===== src/rtl/gmc_pkg.sv =====
package gmc_pkg;

  localparam int GSEL_W = 2;
  localparam int SRC_W  = 3;
  localparam int REF_N  = 3;

  typedef enum logic [1:0] {
    ST_IDLE,
    ST_ARM,
    ST_WAIT,
    ST_GATE
  } gmcStateT;

  typedef struct packed {
    logic clr;
    logic inc;
  } gmcStrobeT;

endpackage


===== src/rtl/gmc_event_sel.sv =====
module gmc_event_sel
  import gmc_pkg::*;
(
  input  logic              clk,
  input  logic              rstN,
  input  logic              freqInA,
  input  logic              freqInB,
  input  logic              periodIn,
  input  logic [REF_N-1:0]  refPulse,
  input  logic [GSEL_W-1:0] gateSelQ,
  input  logic [SRC_W-1:0]  srcSelQ,
  output logic              cycleMode,
  output logic              periodEdge,
  output logic              countEvent
);

  localparam int SIG_N = 3;

  logic [SIG_N-1:0] sigNow;
  logic [SIG_N-1:0] sigEdge;
  logic [REF_N:0]   refAll;
  logic             refPick;
  logic             freqPick;

  assign sigNow = {periodIn, freqInB, freqInA};

  for (genvar i = 0; i < SIG_N; i++) begin : g_edge
    logic prevQ;
    always_ff @(posedge clk) begin
      if (!rstN) prevQ <= 1'b0;
      else       prevQ <= sigNow[i];
    end
    assign sigEdge[i] = sigNow[i] & ~prevQ;
  end

  // top entry stands for the full-rate clock
  assign refAll  = {1'b1, refPulse};
  assign refPick = refAll[gateSelQ];

  always_comb begin
    if (srcSelQ[1])      freqPick = sigEdge[1];
    else if (srcSelQ[0]) freqPick = sigEdge[0];
    else                 freqPick = 1'b0;
  end

  assign cycleMode  = srcSelQ[2];
  assign periodEdge = sigEdge[2];
  assign countEvent = cycleMode ? refPick : freqPick;

endmodule


===== src/rtl/gmc_ctrl.sv =====
module gmc_ctrl
  import gmc_pkg::*;
(
  input  logic              clk,
  input  logic              rstN,
  input  logic              startWr,
  input  logic              startBit,
  input  logic [GSEL_W-1:0] gateSel,
  input  logic [SRC_W-1:0]  srcSel,
  input  logic              tick1ms,
  input  logic              cycleMode,
  input  logic              periodEdge,
  input  logic              countEvent,
  output logic [GSEL_W-1:0] gateSelQ,
  output logic [SRC_W-1:0]  srcSelQ,
  output gmcStrobeT         strobes,
  output logic              busy
);

  // longest gate is 4**(2**GSEL_W-1) ticks
  localparam int REM_W = 2 * ((1 << GSEL_W) - 1) + 1;

  gmcStateT         state;
  logic [REM_W-1:0] remain;
  logic [REM_W-1:0] gateLen;
  logic             startNow;

  assign startNow = startWr & startBit;
  assign gateLen  = REM_W'(1) << {gateSelQ, 1'b0};

  always_ff @(posedge clk) begin
    if (!rstN) begin
      state    <= ST_IDLE;
      remain   <= '0;
      gateSelQ <= '0;
      srcSelQ  <= '0;
    end else if (startNow) begin
      state    <= ST_ARM;
      remain   <= '0;
      gateSelQ <= gateSel;
      srcSelQ  <= srcSel;
    end else begin
      unique case (state)
        ST_IDLE: state <= ST_IDLE;
        ST_ARM: begin
          if (tick1ms) begin
            state  <= cycleMode ? ST_WAIT : ST_GATE;
            remain <= gateLen;
          end
        end
        ST_WAIT: begin
          if (periodEdge) state <= ST_GATE;
        end
        ST_GATE: begin
          if (cycleMode) begin
            if (periodEdge) state <= ST_IDLE;
          end else if (tick1ms) begin
            if (remain == REM_W'(1)) state <= ST_IDLE;
            remain <= remain - REM_W'(1);
          end
        end
        default: state <= ST_IDLE;
      endcase
    end
  end

  assign strobes.clr = startNow;
  assign strobes.inc = !startNow && (state == ST_GATE) && countEvent;
  assign busy        = (state != ST_IDLE);

endmodule


===== src/rtl/gmc_datapath.sv =====
module gmc_datapath
  import gmc_pkg::*;
#(
  parameter int CNT_W = 20
) (
  input  logic             clk,
  input  logic             rstN,
  input  gmcStrobeT        strobes,
  output logic [CNT_W-1:0] count,
  output logic             ovf
);

  localparam logic [CNT_W-1:0] CNT_MAX = '1;

  always_ff @(posedge clk) begin
    if (!rstN) begin
      count <= '0;
      ovf   <= 1'b0;
    end else if (strobes.clr) begin
      count <= '0;
      ovf   <= 1'b0;
    end else if (strobes.inc) begin
      if (count == CNT_MAX) ovf <= 1'b1;
      else                  count <= count + CNT_W'(1);
    end
  end

endmodule


===== src/rtl/gated_meas_counter.sv =====
module gated_meas_counter
  import gmc_pkg::*;
#(
  parameter int CNT_W = 20
) (
  input  logic             clk,
  input  logic             rstN,
  input  logic             startWr,
  input  logic             startBit,
  input  logic [1:0]       gateSel,
  input  logic [2:0]       srcSel,
  input  logic             tick1ms,
  input  logic             freqInA,
  input  logic             freqInB,
  input  logic             periodIn,
  input  logic [2:0]       refPulse,
  output logic [CNT_W-1:0] result,
  output logic             busy,
  output logic             overflow
);

  logic [GSEL_W-1:0] gateSelQ;
  logic [SRC_W-1:0]  srcSelQ;
  logic              cycleMode;
  logic              periodEdge;
  logic              countEvent;
  gmcStrobeT         strobes;

  gmc_event_sel u_evt (
    .clk        (clk),
    .rstN       (rstN),
    .freqInA    (freqInA),
    .freqInB    (freqInB),
    .periodIn   (periodIn),
    .refPulse   (refPulse),
    .gateSelQ   (gateSelQ),
    .srcSelQ    (srcSelQ),
    .cycleMode  (cycleMode),
    .periodEdge (periodEdge),
    .countEvent (countEvent)
  );

  gmc_ctrl u_ctrl (
    .clk        (clk),
    .rstN       (rstN),
    .startWr    (startWr),
    .startBit   (startBit),
    .gateSel    (gateSel),
    .srcSel     (srcSel),
    .tick1ms    (tick1ms),
    .cycleMode  (cycleMode),
    .periodEdge (periodEdge),
    .countEvent (countEvent),
    .gateSelQ   (gateSelQ),
    .srcSelQ    (srcSelQ),
    .strobes    (strobes),
    .busy       (busy)
  );

  gmc_datapath #(.CNT_W(CNT_W)) u_dp (
    .clk     (clk),
    .rstN    (rstN),
    .strobes (strobes),
    .count   (result),
    .ovf     (overflow)
  );

endmodule


===== config.mk =====
export PLATFORM = sky130hd
export DESIGN_NAME = gated_meas_counter
export DESIGN_NICKNAME = d
export VERILOG_FILES = /design/src/rtl/gmc_pkg.sv /design/src/rtl/gmc_event_sel.sv /design/src/rtl/gmc_ctrl.sv /design/src/rtl/gmc_datapath.sv /design/src/rtl/gated_meas_counter.sv
export SDC_FILE = /design/constraint.sdc
export NUM_CORES = 1
export LEC_CHECK = 0
export BUFFER_PORTS_ARGS = -buffer_cell sky130_fd_sc_hd__buf_2
export CAP_MARGIN = 20
export CORE_ASPECT_RATIO = 2
export CORE_UTILIZATION = 45
export CTS_BUF_LIST = sky130_fd_sc_hd__clkbuf_4
export DETAILED_ROUTE_END_ITERATION = 10
export GPL_TIMING_DRIVEN = 1
export PLACE_DENSITY = 0.69
export SKIP_CTS_REPAIR_TIMING = 1
export SYNTH_ARGS = -nofsm -noshare
export SYNTH_HDL_FRONTEND = slang
export SYNTH_SLANG_ARGS = --single-unit

===== constraint.sdc =====
create_clock -name clk -period 5.9 [get_ports clk]
set_clock_uncertainty 0.05 [all_clocks]
set_input_delay 0.295 -clock clk [delete_from_list [all_inputs] [get_ports clk]]
set_output_delay 0.295 -clock clk [all_outputs]
set_load 0.02 [all_outputs]

# Yosys cells after proc, flatten, opt, wreduce, memory -nomap -nowiden
# Cells that the tools add are included.
# op_classes
n_addsub	2
n_mul	0
div_mod_pow	0
n_lt_le_gt_ge	1
n_eq_ne	17
shifts	1
muxes	18
bitwise	9
n_reduce_logical	12
# op_table
cell	count
2-to-1 mux 7 bit	3
adder 20 x 1 -> 20 bit, second input constant	1
equality test 20 bit, second input constant	1
one-hot mux 7 bit (2 select lines)	1
2-to-1 mux 2 bit	6
AND reduction 5 bit	2
inequality test 3 x 2 -> 1 bit, second input constant	3
inequality test 2 bit, second input constant	4
one-hot mux 2 bit (4 select lines)	1
equality test 7 x 1 -> 1 bit, second input constant	1
<< shifter 1 x 3 -> 7 bit, first input constant	1
subtractor 7 x 1 -> 7 bit, second input constant	1
2-to-1 mux 1 bit	6
inverter 1 bit	5
AND 1 bit	4
equality test 2 bit, second input constant	2
inequality test 4 x 1 -> 1 bit, second input constant	1
inequality test 4 x 2 -> 1 bit, second input constant	1
inequality test 4 bit, second input constant	1
AND reduction 2 bit	2
AND reduction 4 bit	1
nonzero test 2 bit	2
less-than comparator 2 x 3 -> 1 bit, second input constant	1
inequality test 3 x 1 -> 1 bit, second input constant	1
other kinds (7)	8
# totals
regBits	38
latch_bits	0
ramBits	0
romBits	0
input_bits	16
out_inout_bits	22
word_cells	70
mem_count	0

# Longest topological paths before layout
# logic_depth
word_depth	7
depth_mapped	8
depth_no_buf	7

# Cells and area by module
# Synthesis repeated with hierarchy kept, for this count alone.
# unflattened
cells_unflattened	243
area_unflattened_um2	2077.0
# modules_own_cells
module	instances	cells_per_inst	area_each_um2	seq_area_each_um2
gmc_datapath	1	122	1059.8	420.4
gmc_ctrl	1	105	870.8	280.3
gmc_event_sel	1	16	146.4	60.1

# Least setup slack after synthesis
# No wires, ideal clock.
# synth_timing
kind	reg2reg
startpoint	register u_dp.count[0]
endpoint	register u_dp.count[16]
setup_time_ns	0.128
arrival_ns	2.102
required_time_ns	5.722
slack_ns	3.621
stages_incl_launch_ff	8
path_buffers	1
period_less_slack_ns	2.279
path_cell_list	dfxtp_1 > ha_1 > nand4_1 > or4_4 > buf_6 > a2111oi_2 > mux2i_1 > nor2_1
# synth_via
elab_chain_len	3
word_cells_on_any_way	4
classes_between	1 x add/sub; 1 x eq/ne; 1 x bitwise; 1 x reduce/logical
# synth_lines
element	line_no	source
start: declaration	gmc_datapath.sv:9	output logic [CNT_W-1:0] count,
start signal: assignment	gmc_datapath.sv:24	else count <= count + CNT_W'(1);
branches (longest 3 deep; another with adder 20 x 1 -> 20 bit)	-	
# Several ways; the timed one is not identified.
# A chain may end at the register's enable or synchronous reset.

# Worst setup path after layout
# layout_timing
startpoint	register u_dp.count[0]
endpoint	register u_dp.count[0]
# The elaborated chain is that of the path after synthesis.

==> impl_metrics.py <==
metrics = {
    "synth": {
        "seq_area_frac_synth_pct": 36.5,
        "synth_warnings": 0,
        "synth-seq-cells": 38,
        "async_flop_share_pct": 0,
        "syn-cell-area_sq_um": 2090,
        "avgSynthCellArea_sq_um": 8.22,
        "syn_nets": 277,
        "ys.flop_type": "dfxtp_1",
        "synth-edff-count": 0,
        "netlist_instances": 254,
        "synth.distinct_cells": 54,
    },
    "timing": {
        "hold_viol_final": 0,
        "setup_viol": 0,
        "max_clock_freq_ghz": 0.397,
        "hold_ws_ns": 0.0998,
        "tns_ns": 0,
        "min_period_ns": 2.52,
        "relSlewSlack_pct": 36.2,
        "worst_slew_pin_slew_ns": 0.954,
        "drv_slew": 0,
        "rsz0062_at_grt": "no",
        "timing.final.crit_share_pct": 42.7,
    },
    "hold_path": {
        "hold_start": "periodIn",
        "hold_depth": 2,
        "worstHoldEndpoint": "u_evt.g_edge[2].prevQ",
        "worstHoldPathType": "primary input to flip-flop",
    },
    "die": {
        "die_h_um": 98.3,
        "core_sq_um": 4380,
        "pin_count": 38,
        "die_area_sq_um": 4930,
        "rows": 34,
        "initial_core_util_pct": 47.6,
        "die_w_um": 50.2,
    },
    "critical_path": {
        "timing.rr.start": "u_dp.count[0]",
        "required_ns": 6.04,
        "slowest_delay_ns": 0.59,
        "crit_slowest_cell": "nor2_2",
        "critPathMaxFanout": 19,
        "crit_path_end_kind": "flip-flop",
        "r2r_slack_ns": 3.38,
        "reg2reg_depth": 6,
        "crit_type": "flip-flop to flip-flop",
        "start_kind": "flip-flop",
        "crit_arrival_ns": 2.66,
        "path_cells": "ha_1 > nand4_1 > or4_4 > nor2_2 > or3_1 > a21oi_1",
        "r2r-end": "u_dp.count[0]",
    },
    "drt": {
        "drc": 0,
        "drt_iter0_markers": 59,
        "drt-vias-per-instance": 5.96,
        "drt_wl_total_mm": 5.08,
        "final_antenna_net_count": 0,
        "avgRoutedWirePerCell_um": 15.0,
        "drt_first_pass_iters": 4,
        "vias": 2016,
    },
    "clocking": {
        "cts_buffer_depth": 2,
        "cts_root_buf": "clkbuf_4",
        "path_clk_slew_ns": 0.12,
        "cts.htree.levels": 2,
        "cts_tree": "yes",
        "clock_latency_ns": 0.35,
        "cts_inserted_buffers": 5,
        "cts_sinks": 38,
    },
    "power": {
        "leakage_nw": 0.891,
        "peakVddDrop_v": 0.000114,
        "power_density_nw_per_um2": 189,
    },
    "global_route": {
        "grt_antenna_before_repair": 0,
        "track_usage_pct": 23.3,
        "first_global_vias": 1951,
        "grt_max_degree": 31,
        "grt_pass1_wl_mm": 8.78,
        "grt_overflow": 0,
    },
    "layout": {
        "fin_cells": 338,
        "diodes": 0,
        "syn_to_final_growth_pct": 11.4,
        "final_nets": 306,
        "layout-drive-gt1-share_pct": 17.6,
        "nFillCells": 448,
        "final_common_cell": "dfxtp_1",
        "fin_util_pct": 53.1,
        "mostFrequentLayoutCells": "dfxtp_1, buf_2, nand2_1",
    },
    "outcome": {
        "outcome": "complete, no violations",
    },
    "placement": {
        "gp_congestion": 0.845,
        "post-place-cells": 330,
        "dp_hpwl_mm": 3.77,
        "portBuffers": 37,
    },
    "job": {
        "cap_violations": 0,
    },
}
==> per-layer routing <==
layer | share of wire, % | track usage, % | routed length, um
met2 | 55 | 43.5 | 2820
met4 | 2.6 | 11.9 | 133
met3 | 3.1 | 4.36 | 159
met1 | 39 | 23.2 | 1970
met5 | 0 | 0 | 0
==> state kept, by name, indices dropped and copies added, names as in the netlist <==
register	cells
u_dp.count	20
u_ctrl.remain	7
u_ctrl.srcSelQ	3
u_evt.g_edge.prevQ	3
u_ctrl.gateSelQ	2
u_ctrl.state	2
u_dp.ovf	1
==> critical path, delay by kind of cell (launching register included) <==
family / cells / cell delay (ns)
and+or+nand+nor: 4 / 1.56
DFF: 1 / 0.44
adders and majority gates: 1 / 0.27
AOI/OAI and AO/OA: 1 / 0.06
==> cell families (layout without fill, tap and decap cells) <==
logic type,after synthesis,count (layout),share of synthesized area [%]
AO/OA/AOI/OAI,73,73,24.0
XOR/XNOR,2,2,0.839
adder cells (fa/ha/maj),7,7,4.20
buffers and inverters,24,54,4.92
flip-flops,38,38,36.5
multiplexers,4,4,2.04
AND/OR/NAND/NOR,106,106,27.5
==> stage by stage <==
step | instance area (sq um) | setup slack [ns] | power [mW]
floorplan | 2090 | 3.62 | 0.296
global placement | 2270 | 3.46 | 0.309
detailed placement | 2270 | 3.40 | 0.310
CTS | 2320 | 3.40 | 0.444
global route | 2320 | 3.07 | 0.464
finish | 2320 | 3.38 | 0.440
==> worst max-delay path by stage <==
stage / startpoint / end / slack, ns / cells past startpoint
after global routing: u_dp.count[0] / u_dp.count[15] / 3.07 / 6
after CTS: u_dp.count[0] / u_dp.count[9] / 3.40 / 6
final: u_dp.count[0] / u_dp.count[0] / 3.38 / 6
after floorplan: u_dp.count[0] / u_dp.count[16] / 3.62 / 7
after global placement: u_dp.count[0] / u_dp.count[11] / 3.46 / 6
after detailed placement: u_dp.count[0] / u_dp.count[3] / 3.40 / 6
==> Yosys cell counts, types with 4 or more instances <==
library cell	number	area share (%)
dfxtp_1	38	36
nand2_1	27	4.9
a21oi_1	19	4.6
nor2_1	16	2.9
or4_1	13	4.7
nand3_1	12	2.9
clkbuf_1	10	1.8
inv_1	9	1.6
o31ai_1	9	3.2
ha_1	7	4.2
o21ai_0	7	1.7
a21boi_0	5	1.8
and2_1	5	1.5
or3_1	5	1.5
a22oi_1	4	1.4
buf_2	4	0.96
nor2b_1	4	1.2
o2111ai_1	4	1.7
o21ai_1	4	0.96
==> area by class of cell <==
type                       instances  area (sq um)  share of cell area, %
clock buffer                       6          45.0                   1.94
clock inverter                     2          8.76                  0.377
inverter                           9          33.8                   1.45
multi-input combinational        192          1220                   52.6
sequential                        38           761                   32.7
tap                               54          67.6                   2.91
timing repair buffer              37           185                   7.97
==> power breakdown <==
part / switching, mW / internal, mW
clock: 0.0868 / 0.0494
combinational: 0.0231 / 0.0156
sequential: 0.00417 / 0.261
Power figures use the tool's default switching activity.
